### src/rtl/spi_sel_pkg.sv
package spi_sel_pkg;
  localparam int DATA_W = 8;
  localparam int ADDR_W = 3;
  localparam int STAT_W = 5;

  localparam logic [ADDR_W-1:0] ADR_CFG   = 3'd0;
  localparam logic [ADDR_W-1:0] ADR_STAT  = 3'd1;
  localparam logic [ADDR_W-1:0] ADR_RXD   = 3'd2;
  localparam logic [ADDR_W-1:0] ADR_TXD   = 3'd3;
  localparam logic [ADDR_W-1:0] ADR_IEN   = 3'd4;
  localparam logic [ADDR_W-1:0] ADR_IDIS  = 3'd5;
  localparam logic [ADDR_W-1:0] ADR_IMASK = 3'd6;

  // status bit positions
  localparam int ST_RXF  = 0;
  localparam int ST_TXE  = 1;
  localparam int ST_OVR  = 2;
  localparam int ST_URUN = 3;
  localparam int ST_SELR = 4;
endpackage

### src/rtl/spi_in_sync.sv
module spi_in_sync #(
  parameter int           W       = 3,
  parameter int           STAGES  = 2,
  parameter logic [W-1:0] RST_VAL = '0
) (
  input  logic         clk_i,
  input  logic         rst_ni,
  input  logic [W-1:0] d_i,
  output logic [W-1:0] q_o
);
  for (genvar b = 0; b < W; b++) begin : g_bit
    logic [STAGES-1:0] chain_q;
    always_ff @(posedge clk_i or negedge rst_ni) begin
      if (!rst_ni) chain_q <= {STAGES{RST_VAL[b]}};
      else         chain_q <= {chain_q[STAGES-2:0], d_i[b]};
    end
    assign q_o[b] = chain_q[STAGES-1];
  end
endmodule

### src/rtl/spi_shift_engine.sv
module spi_shift_engine #(
  parameter int DW = 8
) (
  input  logic          clk_i,
  input  logic          rst_ni,
  input  logic          sck_s_i,
  input  logic          mosi_s_i,
  input  logic          csn_s_i,
  input  logic          cpol_i,
  input  logic          cpha_i,
  input  logic          tx_wr_i,
  input  logic [DW-1:0] tx_wdata_i,
  output logic          tx_empty_o,
  output logic          miso_o,
  output logic          miso_oe_o,
  output logic          rx_valid_o,
  output logic [DW-1:0] rx_data_o,
  output logic          urun_o,
  output logic          sel_rise_o
);
  localparam int CNT_W = $clog2(DW);
  localparam logic [CNT_W-1:0] LAST_BIT = CNT_W'(DW - 1);

  logic [DW-1:0]    hold_q, tx_sr_q, cur_q, last_q, rx_sr_q, rx_data_q;
  logic             hold_full_q, fresh_q, csn_q, sck_q, rx_valid_q, urun_q;
  logic [CNT_W-1:0] bcnt_q;

  logic sck_edge, lead, trail, active, samp, drv, sel_fall, first_samp, consume;
  logic [DW-1:0] next_byte, start_byte;

  assign sck_edge   = sck_s_i ^ sck_q;
  assign lead       = sck_edge & (sck_s_i != cpol_i);
  assign trail      = sck_edge & (sck_s_i == cpol_i);
  assign active     = ~csn_s_i & ~csn_q;
  assign samp       = active & (cpha_i ? trail : lead);
  assign drv        = active & (cpha_i ? lead : trail);
  assign sel_fall   = csn_q & ~csn_s_i;
  assign sel_rise_o = ~csn_q & csn_s_i;
  assign first_samp = samp & (bcnt_q == '0);
  // a byte loaded from the holding register is only claimed once the master clocks it
  assign consume    = first_samp & fresh_q;
  assign next_byte  = hold_full_q ? hold_q : cur_q;
  assign start_byte = hold_full_q ? hold_q : last_q;

  always_ff @(posedge clk_i or negedge rst_ni) begin
    if (!rst_ni) begin
      hold_q      <= '0;
      hold_full_q <= 1'b0;
    end else if (tx_wr_i) begin
      hold_q      <= tx_wdata_i;
      hold_full_q <= 1'b1;
    end else if (consume) begin
      hold_full_q <= 1'b0;
    end
  end

  always_ff @(posedge clk_i or negedge rst_ni) begin
    if (!rst_ni) begin
      csn_q      <= 1'b1;
      sck_q      <= 1'b0;
      bcnt_q     <= '0;
      tx_sr_q    <= '0;
      cur_q      <= '0;
      last_q     <= '0;
      rx_sr_q    <= '0;
      rx_data_q  <= '0;
      fresh_q    <= 1'b0;
      rx_valid_q <= 1'b0;
      urun_q     <= 1'b0;
    end else begin
      csn_q      <= csn_s_i;
      sck_q      <= sck_s_i;
      rx_valid_q <= 1'b0;
      urun_q     <= 1'b0;
      if (csn_s_i) begin
        bcnt_q <= '0;
      end else if (sel_fall) begin
        tx_sr_q <= start_byte;
        cur_q   <= start_byte;
        fresh_q <= hold_full_q;
        bcnt_q  <= '0;
      end else if (samp) begin
        rx_sr_q <= {rx_sr_q[DW-2:0], mosi_s_i};
        if (first_samp && !fresh_q) urun_q <= 1'b1;
        if (bcnt_q == LAST_BIT) begin
          bcnt_q     <= '0;
          rx_valid_q <= 1'b1;
          rx_data_q  <= {rx_sr_q[DW-2:0], mosi_s_i};
          last_q     <= cur_q;
          tx_sr_q    <= next_byte;
          cur_q      <= next_byte;
          fresh_q    <= hold_full_q;
        end else begin
          bcnt_q <= bcnt_q + 1'b1;
        end
      end else if (drv && bcnt_q != '0) begin
        tx_sr_q <= {tx_sr_q[DW-2:0], 1'b0};
      end
    end
  end

  assign miso_o     = tx_sr_q[DW-1];
  assign miso_oe_o  = ~csn_q;
  assign tx_empty_o = ~hold_full_q;
  assign rx_valid_o = rx_valid_q;
  assign rx_data_o  = rx_data_q;
  assign urun_o     = urun_q;

  AST_IDLE_CNT: assert property (@(posedge clk_i) disable iff (!rst_ni)
    csn_s_i |=> (bcnt_q == '0));
  AST_HOLD_CLAIM: assert property (@(posedge clk_i) disable iff (!rst_ni)
    (consume && !tx_wr_i) |=> tx_empty_o);
  AST_OE_SEL: assert property (@(posedge clk_i) disable iff (!rst_ni)
    sel_fall |=> miso_oe_o);
endmodule

### src/rtl/spi_reg_bank.sv
module spi_reg_bank
  import spi_sel_pkg::*;
(
  input  logic              clk_i,
  input  logic              rst_ni,
  input  logic [ADDR_W-1:0] reg_addr_i,
  input  logic              reg_wr_i,
  input  logic              reg_rd_i,
  input  logic [DATA_W-1:0] reg_wdata_i,
  output logic [DATA_W-1:0] reg_rdata_o,
  output logic              irq_o,
  output logic              cpol_o,
  output logic              cpha_o,
  output logic              tx_wr_o,
  output logic [DATA_W-1:0] tx_wdata_o,
  input  logic              tx_empty_i,
  input  logic              rx_valid_i,
  input  logic [DATA_W-1:0] rx_data_i,
  input  logic              urun_i,
  input  logic              sel_rise_i
);
  logic [1:0]        cfg_q;
  logic [STAT_W-1:0] mask_q, stat;
  logic [DATA_W-1:0] rx_hold_q;
  logic              rx_full_q, ovr_q, urun_q, selr_q;
  logic              rd_stat, rd_rx;

  assign rd_stat = reg_rd_i & (reg_addr_i == ADR_STAT);
  assign rd_rx   = reg_rd_i & (reg_addr_i == ADR_RXD);

  always_ff @(posedge clk_i or negedge rst_ni) begin
    if (!rst_ni) begin
      cfg_q  <= '0;
      mask_q <= '0;
    end else if (reg_wr_i) begin
      case (reg_addr_i)
        ADR_CFG:  cfg_q  <= reg_wdata_i[1:0];
        ADR_IEN:  mask_q <= mask_q | reg_wdata_i[STAT_W-1:0];
        ADR_IDIS: mask_q <= mask_q & ~reg_wdata_i[STAT_W-1:0];
        default: ;
      endcase
    end
  end

  // set wins over read-clear so no event is lost
  always_ff @(posedge clk_i or negedge rst_ni) begin
    if (!rst_ni) begin
      rx_hold_q <= '0;
      rx_full_q <= 1'b0;
      ovr_q     <= 1'b0;
      urun_q    <= 1'b0;
      selr_q    <= 1'b0;
    end else begin
      if (rx_valid_i)      rx_hold_q <= rx_data_i;
      if (rx_valid_i)      rx_full_q <= 1'b1;
      else if (rd_rx)      rx_full_q <= 1'b0;
      if (rx_valid_i && rx_full_q && !rd_rx) ovr_q <= 1'b1;
      else if (rd_stat)    ovr_q <= 1'b0;
      if (urun_i)          urun_q <= 1'b1;
      else if (rd_stat)    urun_q <= 1'b0;
      if (sel_rise_i)      selr_q <= 1'b1;
      else if (rd_stat)    selr_q <= 1'b0;
    end
  end

  always_comb begin
    stat          = '0;
    stat[ST_RXF]  = rx_full_q;
    stat[ST_TXE]  = tx_empty_i;
    stat[ST_OVR]  = ovr_q;
    stat[ST_URUN] = urun_q;
    stat[ST_SELR] = selr_q;
  end

  always_comb begin
    reg_rdata_o = '0;
    case (reg_addr_i)
      ADR_CFG:   reg_rdata_o[1:0]        = cfg_q;
      ADR_STAT:  reg_rdata_o[STAT_W-1:0] = stat;
      ADR_RXD:   reg_rdata_o             = rx_hold_q;
      ADR_IMASK: reg_rdata_o[STAT_W-1:0] = mask_q;
      default: ;
    endcase
  end

  assign irq_o      = |(stat & mask_q);
  assign cpol_o     = cfg_q[1];
  assign cpha_o     = cfg_q[0];
  assign tx_wr_o    = reg_wr_i & (reg_addr_i == ADR_TXD);
  assign tx_wdata_o = reg_wdata_i;

  AST_SELR_SET: assert property (@(posedge clk_i) disable iff (!rst_ni)
    sel_rise_i |=> selr_q);
  AST_SELR_HOLD: assert property (@(posedge clk_i) disable iff (!rst_ni)
    (selr_q && !rd_stat) |=> selr_q);
  AST_OVR_SET: assert property (@(posedge clk_i) disable iff (!rst_ni)
    (rx_valid_i && rx_full_q && !rd_rx) |=> ovr_q);
  AST_RXF_SRC: assert property (@(posedge clk_i) disable iff (!rst_ni)
    $rose(rx_full_q) |-> $past(rx_valid_i));
  AST_URUN_SET: assert property (@(posedge clk_i) disable iff (!rst_ni)
    urun_i |=> urun_q);
  AST_IRQ_OFF: assert property (@(posedge clk_i) disable iff (!rst_ni)
    (mask_q == '0) |-> !irq_o);
endmodule

### src/rtl/spi_sel_slave.sv
module spi_sel_slave
  import spi_sel_pkg::*;
(
  input  logic              clk_i,
  input  logic              rst_ni,
  input  logic              sck_i,
  input  logic              mosi_i,
  input  logic              csn_i,
  output logic              miso_o,
  output logic              miso_oe_o,
  input  logic [ADDR_W-1:0] reg_addr_i,
  input  logic              reg_wr_i,
  input  logic              reg_rd_i,
  input  logic [DATA_W-1:0] reg_wdata_i,
  output logic [DATA_W-1:0] reg_rdata_o,
  output logic              irq_o
);
  logic [2:0]        pins_s;
  logic              cpol, cpha, tx_wr, tx_empty, rx_valid, urun, sel_rise;
  logic [DATA_W-1:0] tx_wdata, rx_data;

  // order: {select, data-in, clock}; select idles high
  spi_in_sync #(.W(3), .STAGES(2), .RST_VAL(3'b100)) u_sync (
    .clk_i (clk_i),
    .rst_ni(rst_ni),
    .d_i   ({csn_i, mosi_i, sck_i}),
    .q_o   (pins_s)
  );

  spi_shift_engine #(.DW(DATA_W)) u_eng (
    .clk_i     (clk_i),
    .rst_ni    (rst_ni),
    .sck_s_i   (pins_s[0]),
    .mosi_s_i  (pins_s[1]),
    .csn_s_i   (pins_s[2]),
    .cpol_i    (cpol),
    .cpha_i    (cpha),
    .tx_wr_i   (tx_wr),
    .tx_wdata_i(tx_wdata),
    .tx_empty_o(tx_empty),
    .miso_o    (miso_o),
    .miso_oe_o (miso_oe_o),
    .rx_valid_o(rx_valid),
    .rx_data_o (rx_data),
    .urun_o    (urun),
    .sel_rise_o(sel_rise)
  );

  spi_reg_bank u_regs (
    .clk_i      (clk_i),
    .rst_ni     (rst_ni),
    .reg_addr_i (reg_addr_i),
    .reg_wr_i   (reg_wr_i),
    .reg_rd_i   (reg_rd_i),
    .reg_wdata_i(reg_wdata_i),
    .reg_rdata_o(reg_rdata_o),
    .irq_o      (irq_o),
    .cpol_o     (cpol),
    .cpha_o     (cpha),
    .tx_wr_o    (tx_wr),
    .tx_wdata_o (tx_wdata),
    .tx_empty_i (tx_empty),
    .rx_valid_i (rx_valid),
    .rx_data_i  (rx_data),
    .urun_i     (urun),
    .sel_rise_i (sel_rise)
  );
endmodule

### config.mk
export PLATFORM = sky130hd
export DESIGN_NAME = spi_sel_slave
export DESIGN_NICKNAME = d
export VERILOG_FILES = /design/src/rtl/spi_sel_pkg.sv /design/src/rtl/spi_in_sync.sv /design/src/rtl/spi_shift_engine.sv /design/src/rtl/spi_reg_bank.sv /design/src/rtl/spi_sel_slave.sv
export SDC_FILE = /design/constraint.sdc
export NUM_CORES = 1
export LEC_CHECK = 0
export BUFFER_PORTS_ARGS = -buffer_cell sky130_fd_sc_hd__buf_4
export CAP_MARGIN = 20
export CORE_UTILIZATION = 40
export CTS_CLUSTER_DIAMETER = 120
export DETAILED_ROUTE_END_ITERATION = 10
export PLACE_DENSITY_LB_ADDON = 0.12
export SKIP_LAST_GASP = 1
export SLEW_MARGIN = 20
export SYNTH_ARGS = -nofsm -noshare
export SYNTH_HDL_FRONTEND = slang
export SYNTH_HIERARCHICAL = 1
export SYNTH_SLANG_ARGS = --single-unit
### constraint.sdc
create_clock -name clk_i -period 2.2 [get_ports clk_i]
set_input_delay 0.11 -clock clk_i [delete_from_list [all_inputs] [get_ports clk_i]]
set_output_delay 0.11 -clock clk_i [all_outputs]
set_load 0.05 [all_outputs]
# After elaboration in Yosys (flattened, before gate mapping)
# Index checks and enable logic that the tools add are counted.
# Widths: inputs -> output; s select.
# op_classes
addsub	1
eq_ne	10
muxes	37
bitwise_logic	21
n_reduce_logical	26
# ops
operator	count
$mux 8	8
$mux 1	21
$reduce_bool 2->1	8
$mux 3	5
$and 1x1->1	12
$eq 3x3->1 const B	4
$and 5x5->5	2
$pmux 5 s2	1
$pmux 3 s3	1
$reduce_and 3->1	3
$reduce_bool 3->1	3
$pmux 2 s4	1
$eq 3x2->1 const B	2
$logic_not 3->1	2
$not 5->5	1
$or 5x5->5	1
$reduce_or 5->1	1
$logic_and 1x1->1	4
$not 1->1	4
$reduce_and 2->1	2
$reduce_and 4->1	1
$add 3x1->3 const B	1
$eq 3x1->1 const B	1
$ne 3x3->1 const B	1
4 further kinds	5
# word_totals
ff_bits	81
input_bits	18
word_cells	118

# Depth between registers and ports, before layout
# Gate-level depths: netlist (run 1).
# depth
ltp_word	10
depth_mapped	9

# Modules after synthesis
# Netlist (run 1), hierarchy kept.
# modules_own_cells
mod	instances	cells_per_inst	area_each_um2
spi_shift_engine	1	217	2635.0
spi_reg_bank	1	89	1017.2
spi_in_sync	1	9	175.2

# Worst setup path before layout (run 1)
# OpenSTA, ideal clock, no wires.
# synth_path
kind	flip-flop to output port
from	register u_eng.hold_full_q
to	output reg_rdata_o[1]
t_arrival_ns	1.902
setup_slack_ns	0.188
path_stages_with_launch	5
n_path_buf	1
path_cell_list	dfrtp_1 clkbuf_1 inv_1 mux2i_1 o31ai_1
# synth_via
elab_chain_len	2
# synth_rtl
item	line	text
from (decl)	spi_shift_engine.sv:25	logic hold_full_q, fresh_q, csn_q, sck_q, rx_valid_q, urun_q;
from (signal assigned)	spi_shift_engine.sv:48	hold_full_q <= 1'b0;
from (signal assigned)	spi_shift_engine.sv:51	hold_full_q <= 1'b1;
from (signal assigned)	spi_shift_engine.sv:53	hold_full_q <= 1'b0;
$not 1->1	spi_shift_engine.sv:104	assign tx_empty_o = ~hold_full_q;
via tx_empty	spi_sel_slave.sv:19	logic cpol, cpha, tx_wr, tx_empty, rx_valid, urun, sel_rise;
$pmux 2 s4	spi_reg_bank.sv:77	case (reg_addr_i)
to (decl)	spi_sel_slave.sv:15	output logic [DATA_W-1:0] reg_rdata_o,
# The timed path passes the listed nets, and every way through them passes these cells.

# Worst setup path in the final report (run 1)
# layout_path
from	register u_regs.cfg_q[1]
to	register u_eng.tx_sr_q[0]
# layout_via
elab_chain_len	7
# layout_rtl
item	line	text
from (decl)	spi_reg_bank.sv:22	logic [1:0] cfg_q;
from (signal assigned)	spi_reg_bank.sv:37	ADR_CFG: cfg_q <= reg_wdata_i[1:0];
$eq 1x1->1 / $ne 1x1->1 (equally long branches)	spi_shift_engine.sv:33, spi_shift_engine.sv:32	
$and 1x1->1, on equally long branches	spi_shift_engine.sv:33, spi_shift_engine.sv:32	
$mux 1	spi_shift_engine.sv:36	assign drv = active & (cpha_i ? lead : trail);
$and 1x1->1	spi_shift_engine.sv:36	
$logic_and 1x1->1	spi_shift_engine.sv:96	end else if (drv && bcnt_q != '0) begin
$reduce_bool 3->1 (no source line)	n/a	
$reduce_and 3->1 (no source line)	n/a	
to (signal assigned)	spi_shift_engine.sv:78	tx_sr_q <= start_byte;
to (signal assigned)	spi_shift_engine.sv:90	tx_sr_q <= next_byte;
to (signal assigned)	spi_shift_engine.sv:97	tx_sr_q <= {tx_sr_q[DW-2:0], 1'b0};
to (decl)	spi_shift_engine.sv:24	logic [DW-1:0] hold_q, tx_sr_q, cur_q, last_q, rx_sr_q, rx_data_q;
# Parallel ways exist; a longest one is shown, timed or not.
# A chain may end at the register's enable or synchronous reset.

==> metrics.csv, run 1 <==
metric,value,unit
fp.coreArea,9240,µm²
status,"complete, no violations",
grt.total_usage,17.1,%
grt_remaining_overflow,0,
dp_hpwl,5350,µm
final_cell_area,4430,µm²
yosysUniqueCellTypes,53,
ys_async_sr_fraction,100,%
routed_via_density,5.12,
wl,7710,µm
leakage,0.00217,µW
power_density,884,nW/µm²
synth-simple-area-share,10.9,%
period_needed,2.01,ns
post_drt_wl_per_cell,15.8,µm
clk_latency,0.36,ns
cp-start-kind,flip-flop,
yosysMostFrequentCell,dfrtp_1,
die_area,9960,µm²
multi_input_area,1550,µm²
r2r_end,u_eng/tx_sr_q[0]$_DFFE_PN0P_,
synth_fa_ha_area_share,0.981,%
cts_buffers,9,
synth_area,3830,µm²
std_cell_rows,35,
power,3910,µW
synth_mux_area_share,17.5,%
worstHoldStart,reg_addr_i[0],
timing.rr.start,u_regs/cfg_q[1]$_DFFE_PN0P_,
hold_depth,2,
reg2reg_slack,0.19,ns
pin_count,29,
routabilityCongestion,0.841,
antenna_found_initial,0,
grt_pass1_wl,13000,µm
dr.pass1.iters,4,
diodes,0,
fin_nets,374,
cts_htree_levels,3,
cts_buffer_depth,2,
hold_violations,0,
cts_sinks,81,
synthesis.nets,336,
switching_share,33.0,%
rsz0062_at_grt,false,
grt_pass1_vias,2542,
die_w,99.8,µm
synth_top_family_by_area,multiplexers,
remaining_drc_errors,0,
cts_tree,yes,
grt_max_degree,46,
placed_area,4120,µm²
drv_slew,0,
synthCells,315,
synthXorXnorAreaFrac,0.425,%
arrival,2.26,ns
finalClockSkew,0.00818,ns
initial_core_util,41.4,%
synthTopCellsByCount,"dfrtp_1, mux2_2, nand2_1, inv_1, mux2i_1",
area_growth_syn_to_layout,15.7,%
ys_seq_area_share,53.1,%
layout-drive-gt1-share,29.9,%
path_clk_slew,0.09,ns
ant_nets,0,
port_buffers,28,
ys.warnings.count,6,
finalNonFillerCells,487,
synth_edf_count,0,
fin_setup_tns,0,ns
p_int,2620,µW
fmax,497,MHz
synth_compound_area_share,10.7,%
regArea,2030,µm²
maxCapViolCount,0,
die_h,99.8,µm
yosys.area.top_type_share,51.0,%
ir_drop,0.467,mV
switchingPower,1290,µW
clockPowerShare,26.0,%
setup_viol,0,
synth_ff_type,dfrtp_1,
final_util,47.9,%
slew-limit-headroom,67.7,%
ys_ff_latch,81,
dp_cells,459,
synth_top_area_cell,dfrtp_1,
cp_max_fo,8,
drtIter0Drc,135,
nFillCells,836,
power_frac_comb,23.2,%
seq_power_share,50.7,%
critPathCaptureType,flip-flop,
syn_area_per_cell,12.2,µm²
crit_type,flip-flop to flip-flop,
worstRegToRegCells,5,
synth_area_leaders,"dfrtp_1, mux2_2, mux2i_1",
worstMarginPinSlew,0.484,ns
dr_total_vias,2495,
postCtsSetupBuffers,0,
cts-root-buf,clkbuf_8,
hold_path_class,primary input to flip-flop,
required,2.45,ns
period_share,91.4,%
[power groups by stage]
stage	combinational [µW]	sequential, µW	clock (µW)
after floorplan	644	1960	0
after global placement	883	2010	0
after detailed placement	899	2010	0
after CTS	915	1990	1070
after global routing	1000	2020	1140
final	909	1990	1020
[registers in the layout, summed over array words and instances (netlist names), 2 cells and up, named ones only]
register / cells
u_eng/hold_q: 8
u_sync/g_bit.chain_q: 6
u_eng/rx_data_o: 8
u_eng/tx_sr_q: 8
u_regs/rx_hold_q: 8
u_regs/cfg_q: 2
u_eng/last_q: 8
u_eng/rx_sr_q: 7
u_eng/cur_q: 8
u_eng/bcnt_q: 3
[final cells by class]
class	instances	area share, %
Inverter	19	1.67
Timing Repair Buffer	51	9.61
Clock buffer	9	2.80
Multi-Input combinational cell	191	35.1
Clock inverter	7	1.36
Tap cell	129	3.65
Sequential cell	81	45.9
[worst max path at each step]
stage                                        from                      endpoint  cells past startpoint
floorplan           u_eng/hold_full_q$_DFFE_PN0P_                reg_rdata_o[1]                      4
global placement      u_regs/cfg_q[1]$_DFFE_PN0P_  u_eng/tx_sr_q[7]$_DFFE_PN0P_                      5
detailed placement    u_regs/cfg_q[1]$_DFFE_PN0P_  u_eng/tx_sr_q[6]$_DFFE_PN0P_                      5
CTS                   u_regs/cfg_q[1]$_DFFE_PN0P_  u_eng/tx_sr_q[2]$_DFFE_PN0P_                      5
global route          u_regs/cfg_q[1]$_DFFE_PN0P_  u_eng/tx_sr_q[0]$_DFFE_PN0P_                      5
finish                u_regs/cfg_q[1]$_DFFE_PN0P_  u_eng/tx_sr_q[0]$_DFFE_PN0P_                      5
[timing repair]
action	4_1_cts	5_1_grt
setup endpoints to repair	0	1
hold buffers	12	0
gates resized for setup	0	1
hold endpoints to repair	45	0
[critical path: stages, from the launching register on]
cell and delay, ns:
dfrtp_1 0.43, xnor2_2 0.37, mux2_4 0.37, nand2b_1 0.15
a31o_1 0.36, a21o_1 0.23
[placed cells by master, fill, tap and decap left out, types with 5 or more instances in the layout]
master,count
a21o_1,5
a32oi_1,5
buf_4,38
clkbuf_8,9
dfrtp_1,78
dlygate4sd3_1,12
inv_1,18
mux2_2,29
mux2_4,10
mux2i_1,17
nand2_1,24
nor2_1,12
o21ai_0,9
o221ai_1,7
o2bb2ai_1,5
[logic make-up after synthesis]
logic type                 count (synthesis)
xor gates and xnor gates                   1
AOI/OAI and AO/OA                         54
muxes                                     58
adders and majority gates                  3
buffers and inverters                     43
and+or+nand+nor                           75
DFF                                       81
[routing by layer]
metal  share of wire, %  GRT usage (%)
met4                1.3           5.43
met1                 46           23.3
met2                 47           26.6
met3                5.5           4.60
met5                  0              0
[through the flow]
step                setup WS [ns]  hold WS (ns)
floorplan                   0.188        -0.186
global placement            0.232         0.108
detailed placement          0.169         0.110
CTS                         0.155        0.0272
global route               0.0380        0.0329
finish                      0.189        0.0491
Note: power is estimated with default switching activity, not from simulation.
==> inputs of run 2 (changes only) <==
Settings changed: ABC_AREA from default to 1, BUFFER_PORTS_ARGS -buffer_cell sky130_fd_sc_hd__buf_4 to default, DONT_BUFFER_PORTS from default to 1.
==> run 2 against run 1 <==
  * Routed wire length grew 5.9%
  * Sequential share of layout area rose by 0.47 points
  * Sequential power is 5% lower
  * Critical path depth up 4
  * Register-to-register slack better by 0.17 ns
  * Clock power up 16%
  * Die area is 2.5% higher
  * Combinational power rose by 1%
  * Worst hold slack worse by 0.023 ns
  * Largest cell class unchanged
==> metrics.csv, run 2 <==
metric,value,unit
leakage,0.00231,µW
yosysMostFrequentCell,nand2_1,
fmax,543,MHz
cts_htree_levels,3,
cp_max_fo,12,
synthTopCellsByCount,"nand2_1, dfrtp_1, inv_1, o21ai_0, nor2_1",
synth_area_leaders,"dfrtp_1, nand2_1, inv_1",
final_util,46.8,%
power_density,914,nW/µm²
drv_slew,0,
period_share,83.7,%
cts-root-buf,clkbuf_8,
arrival,2.08,ns
cts_buffer_depth,2,
fp.coreArea,9370,µm²
dp_hpwl,5700,µm
die_area,10200,µm²
ys_seq_area_share,51.8,%
path_buf_inv,2,
nFillCells,953,
slew-limit-headroom,64.3,%
fin_setup_tns,0,ns
post_drt_wl_per_cell,12.6,µm
synth_top_area_cell,dfrtp_1,
initial_core_util,41.9,%
layout-drive-gt1-share,10.9,%
area_growth_syn_to_layout,11.7,%
cts_tree,yes,
grt_pass1_vias,2905,
critPathCaptureType,flip-flop,
ir_drop,0.418,mV
dp_cells,613,
synthesis.nets,520,
drtIter0Drc,166,
cp_common_cell,nand2_1,
path_clk_slew,0.08,ns
grt_pass1_wl,14100,µm
placed_area,3990,µm²
grt_remaining_overflow,0,
fin_nets,532,
crit_family,simple AND/OR/NAND/NOR gates,
diodes,0,
crit_type,flip-flop to flip-flop,
dr_total_vias,2993,
clk_latency,0.35,ns
grt_max_degree,82,
die_w,101,µm
period_needed,1.84,ns
synthCells,499,
cts_buffers,9,
required,2.44,ns
mostFrequentLayoutCells,"nand2_1, dfrtp_1, inv_1",
ant_nets,0,
hold_path_class,primary input to flip-flop,
remaining_drc_errors,0,
cp-start-kind,flip-flop,
final_common_cell,nand2_1,
synth_ff_type,dfrtp_1,
setup_viol,0,
crit_slowest_cell,dfstp_2,
crit_path_max_incr_delay,0.54,ns
final_cell_area,4380,µm²
routed_via_density,4.64,
synth_area,3920,µm²
yosysUniqueCellTypes,27,
rsz0062_at_grt,false,
cts_sinks,81,
routabilityCongestion,0.764,
port_buffers,0,
maxCapViolCount,0,
path_cells,"inv_1, nor2_4, inv_1, nand2_1, nand2_1, nand2_1, nand2_1, nand2_1, nand2_1",
synth_edf_count,0,
antenna_found_initial,0,
ys_ff_latch,81,
grt.total_usage,17.9,%
finalNonFillerCells,645,
ys_async_sr_fraction,100,%
dr.pass1.iters,4,
pin_count,29,
ys.warnings.count,6,
status,"complete, no violations",
finalClockSkew,0.00981,ns
syn_area_per_cell,7.86,µm²
yosys.area.top_type_share,49.7,%
wl,8160,µm
worstMarginPinSlew,0.533,ns
std_cell_rows,35,
die_h,101,µm
hold_violations,0,
[run 2: path summary, 6_finish.rpt]
kind	start	cells after the start	endpoint	slack, ns
max	u_eng/csn_q$_DFF_PN1_	9	u_eng/tx_sr_q[4]$_DFFE_PN0P_	0.36
min	reg_wr_i	3	flip-flop	0.03
max reg2reg	u_eng/csn_q$_DFF_PN1_	9	u_eng/tx_sr_q[4]$_DFFE_PN0P_	0.36
min reg2reg	u_sync/g_bit[0].chain_q[0]$_DFF_PN0_	0	u_sync/g_bit[0].chain_q[1]$_DFF_PN0_	0.35
max in group asynchronous	rst_ni	2	u_eng/last_q[5]$_DFFE_PN0P_	1.54
min in group asynchronous	rst_ni	2	u_regs/ovr_q$_DFFE_PN0P_	0.30
[run 2: layer usage]
metal / up-vias / GRT usage, % / part of all wire (%)
met5: - / 0 / 0
met4: 0 / 3.68 / 0.49
met3: 4 / 4.37 / 3.4
met2: 39 / 28.9 / 46
met1: 1408 / 24.4 / 50
li1: 1542 / - / -
[run 2: area by class of cell]
| type | instances | area, µm² | share of cell area [%] |
|---|---|---|---|
| Clock buffer | 9 | 124 | 2.83 |
| Clock inverter | 7 | 92.6 | 2.11 |
| Inverter | 64 | 245 | 5.60 |
| Multi-Input combinational cell | 331 | 1490 | 34.0 |
| Sequential cell | 81 | 2030 | 46.3 |
| Tap cell | 129 | 161 | 3.68 |
| Timing Repair Buffer | 24 | 238 | 5.42 |
[run 2: logic make-up (layout without fill, tap and decap cells)]
kind of cell,after synthesis,after routing,share of synthesized area [%]
flip-flops,81,81,51.8
adder cells (fa/ha/maj),3,3,0.957
buffers and inverters,87,104,10.2
AND/OR/NAND/NOR,269,269,28.6
AO/OA/AOI/OAI,59,59,8.48
[run 2: repair_timing]
action / CTS / global route
endpoints found under the setup margin: 0 / 0
hold buffers: 16 / 0
gates resized for setup: 0 / 0
endpoints found under the hold margin: 101 / 0
buffers inserted: 0 / 0
[run 2: worst reg2reg max path: cells and delay by family (launching register included)]
family                 cells  cell delay [ns]
and+or+nand+nor            7             0.83
DFF                        1             0.54
buffers and inverters      2             0.36
[run 2: where the power goes]
group / internal [µW] / switching [µW] / total [µW]
clock network: 639 / 544 / 1180
registers: 1740 / 165 / 1900
logic: 303 / 616 / 920
total: 2680 / 1330 / 4010
[run 2: through the flow]
stage	setup slack (ns)	power, µW	hold WS (ns)
after CTS	0.340	4050	0.00534
after global placement	0.368	2780	-0.184
after global routing	0.153	4290	0.0323
after detailed placement	0.364	2790	-0.184
final	0.358	4010	0.0261
after floorplan	0.451	2600	-0.186
==> inputs of run 3 (changes only) <==
Clock period 2.2 ns to 1.95 ns, I/O delays scaled along.
==> run 3 against run 2 <==
  * The flow now finishes with violations (negative hold slack)
  * Routed wire length decreased by 0.28%
  * Sequential cell count unchanged
  * Clock power increased by 24%
  * Worst hold slack got worse by 0.59 ns
  * Cell area increased by 0.14%
  * Sequential share of layout area decreased by 0.066 points
  * Non-clock buffer count unchanged
  * First-iteration DRC count decreased by 22%
  * Critical path depth decreased by 4
  * Combinational power increased by 7.7%
  * Critical path type is now flip-flop to output pin
  * Highest routed layer unchanged
==> metrics.csv, run 3 (synthesis results as in run 2) <==
metric,value,unit
hold_path_class,primary input to asynchronous set/reset pin,
regArea,2030,µm²
remaining_drc_errors,0,
grt_max_degree,82,
switching_share,31.6,%
required,1.85,ns
cts-root-buf,clkbuf_8,
crit_type,flip-flop to output pin,
post_drt_wl_per_cell,12.6,µm
layout-drive-gt1-share,10.9,%
initial_core_util,41.9,%
clockPowerShare,31.8,%
cts_buffers,9,
seq_power_share,46.7,%
die_h,101,µm
power_density,1050,nW/µm²
fp.coreArea,9370,µm²
post_cts_resized,0,
p_int,3150,µW
leakage,0.00230,µW
nFillCells,934,
grt_remaining_overflow,0,
path_depth,5,
dr.pass1.iters,4,
worstRegToRegCells,12,
rsz0062_at_grt,false,
violations,negative hold slack,
arrival,1.61,ns
maxCapViolCount,0,
die_w,101,µm
wl,8140,µm
critPathCaptureType,output pin,
r2r_end,u_eng/rx_data_o[7]$_DFFE_PN0P_,
timing.rr.start,u_regs/cfg_q[1]$_DFFE_PN0P_,
crit_start,u_eng/hold_full_q$_DFFE_PN0P_,
fmax,586,MHz
die_area,10200,µm²
grt.total_usage,17.7,%
grt_pass1_wl,14100,µm
ir_drop,0.374,mV
cts_tree,yes,
clk_latency,0.35,ns
preCtsSetupSlack,0.276,ns
crit_slowest_cell,dfrtp_1,
path_cells,"clkinv_1, nand4_1, nand2_1, inv_1, nand2_1",
cts_sinks,81,
slew-limit-headroom,63.9,%
switchingPower,1460,µW
port_buffers,0,
std_cell_rows,35,
cp_max_fo,10,
cts_buffer_depth,2,
wl_met2,3720,µm
fin_ws,0.243,ns
diodes,0,
crit_family,simple AND/OR/NAND/NOR gates,
dr_wl_met3,309,µm
cts_hold_buf,15,
final_cell_area,4390,µm²
final_common_cell,nand2_1,
postCtsSetupBuffers,0,
critical_path.endpoint,reg_rdata_o[1],
ant_nets,0,
reg2reg_slack,0.28,ns
routabilityCongestion,0.831,
dp_hpwl,5750,µm
cp-start-kind,flip-flop,
dr_total_vias,2944,
grt_pass1_vias,2974,
hold_slack,-0.564,ns
routed.top_layer,met4,
fin_setup_tns,0,ns
hold_violations,81,
wl_met1,4030,µm
path_clk_slew,0.08,ns
cts_htree_levels,3,
crit_path_max_incr_delay,0.35,ns
setup_viol,0,
drtIter0Drc,129,
period_share,87.6,%
worstMarginPinSlew,0.540,ns
drv_slew,0,
power_frac_comb,21.5,%
status,"complete, but fails checks",
finalClockSkew,0.0109,ns
cp_common_cell,nand2_1,
routed_via_density,4.56,
multi_input_area,1490,µm²
placed_area,4000,µm²
pin_count,29,
mostFrequentLayoutCells,"nand2_1, dfrtp_1, inv_1",
area_growth_syn_to_layout,11.9,%
period_needed,1.71,ns
path_buf_inv,2,
antenna_found_initial,0,
fin_nets,532,
-- run 3: changes by cell type in the layout (fill, tap and decap cells not counted) --
cell and change:
buf_16 -1, buf_4 +1, bufinv_16 +1, clkinv_2 -2
clkinvlp_4 +2, inv_6 -1
-- run 3: layer usage --
layer  vias up  track usage, %
li1       1539               -
met1      1361            24.6
met2        37            28.0
met4         0            6.02
met5         -               0
met3         7            2.91
-- run 3: worst reg2reg max path, delay by kind of cell (launching register included) --
family / cells / cell delay, ns
buffers and inverters: 4 / 0.54
AND/OR/NAND/NOR: 8 / 0.58
flip-flops: 1 / 0.46
-- run 3: area by class of cell --
class	instances	area share, %
sequential	81	46.3
clock buffer	9	2.82
timing repair buffer	24	4.96
multi-input combinational	331	34.0
tap	129	3.68
inverter	64	5.59
clock inverter	7	2.71
-- run 3: worst min-delay path by stage --
stage,slack (ns),endpoint,startpoint,cells past startpoint
final,-0.56,u_regs/ovr_q$_DFFE_PN0P_,rst_ni,0
after global routing,-0.59,u_eng/rx_sr_q[5]$_DFFE_PN0P_,rst_ni,0
after CTS,-0.59,u_regs/rx_hold_q[6]$_DFFE_PN0P_,rst_ni,0
after detailed placement,-0.19,u_regs/rx_hold_q[2]$_DFFE_PN0P_,rst_ni,0
after global placement,-0.20,u_regs/ovr_q$_DFFE_PN0P_,rst_ni,0
after floorplan,-0.20,u_eng/bcnt_q[0]$_DFFE_PN0P_,rst_ni,0
-- run 3: power by group through the flow --
stage	combinational, µW	clock, µW	sequential (µW)
6_report	991	1460	2150
5_1_grt	1140	1580	2180
4_1_cts	998	1510	2150
3_5_place_dp	965	0	2180
3_3_place_gp	956	0	2180
2_1_floorplan	798	0	2130
-- run 3: per-stage QoR --
step / util, % / instances / power, µW
2_1_floorplan: - / 499 / 2930
3_3_place_gp: 42.6 / 614 / 3130
3_5_place_dp: 42.6 / 614 / 3140
4_1_cts: 46.8 / 645 / 4660
5_1_grt: 46.8 / 645 / 4900
6_report: 46.8 / 645 / 4600
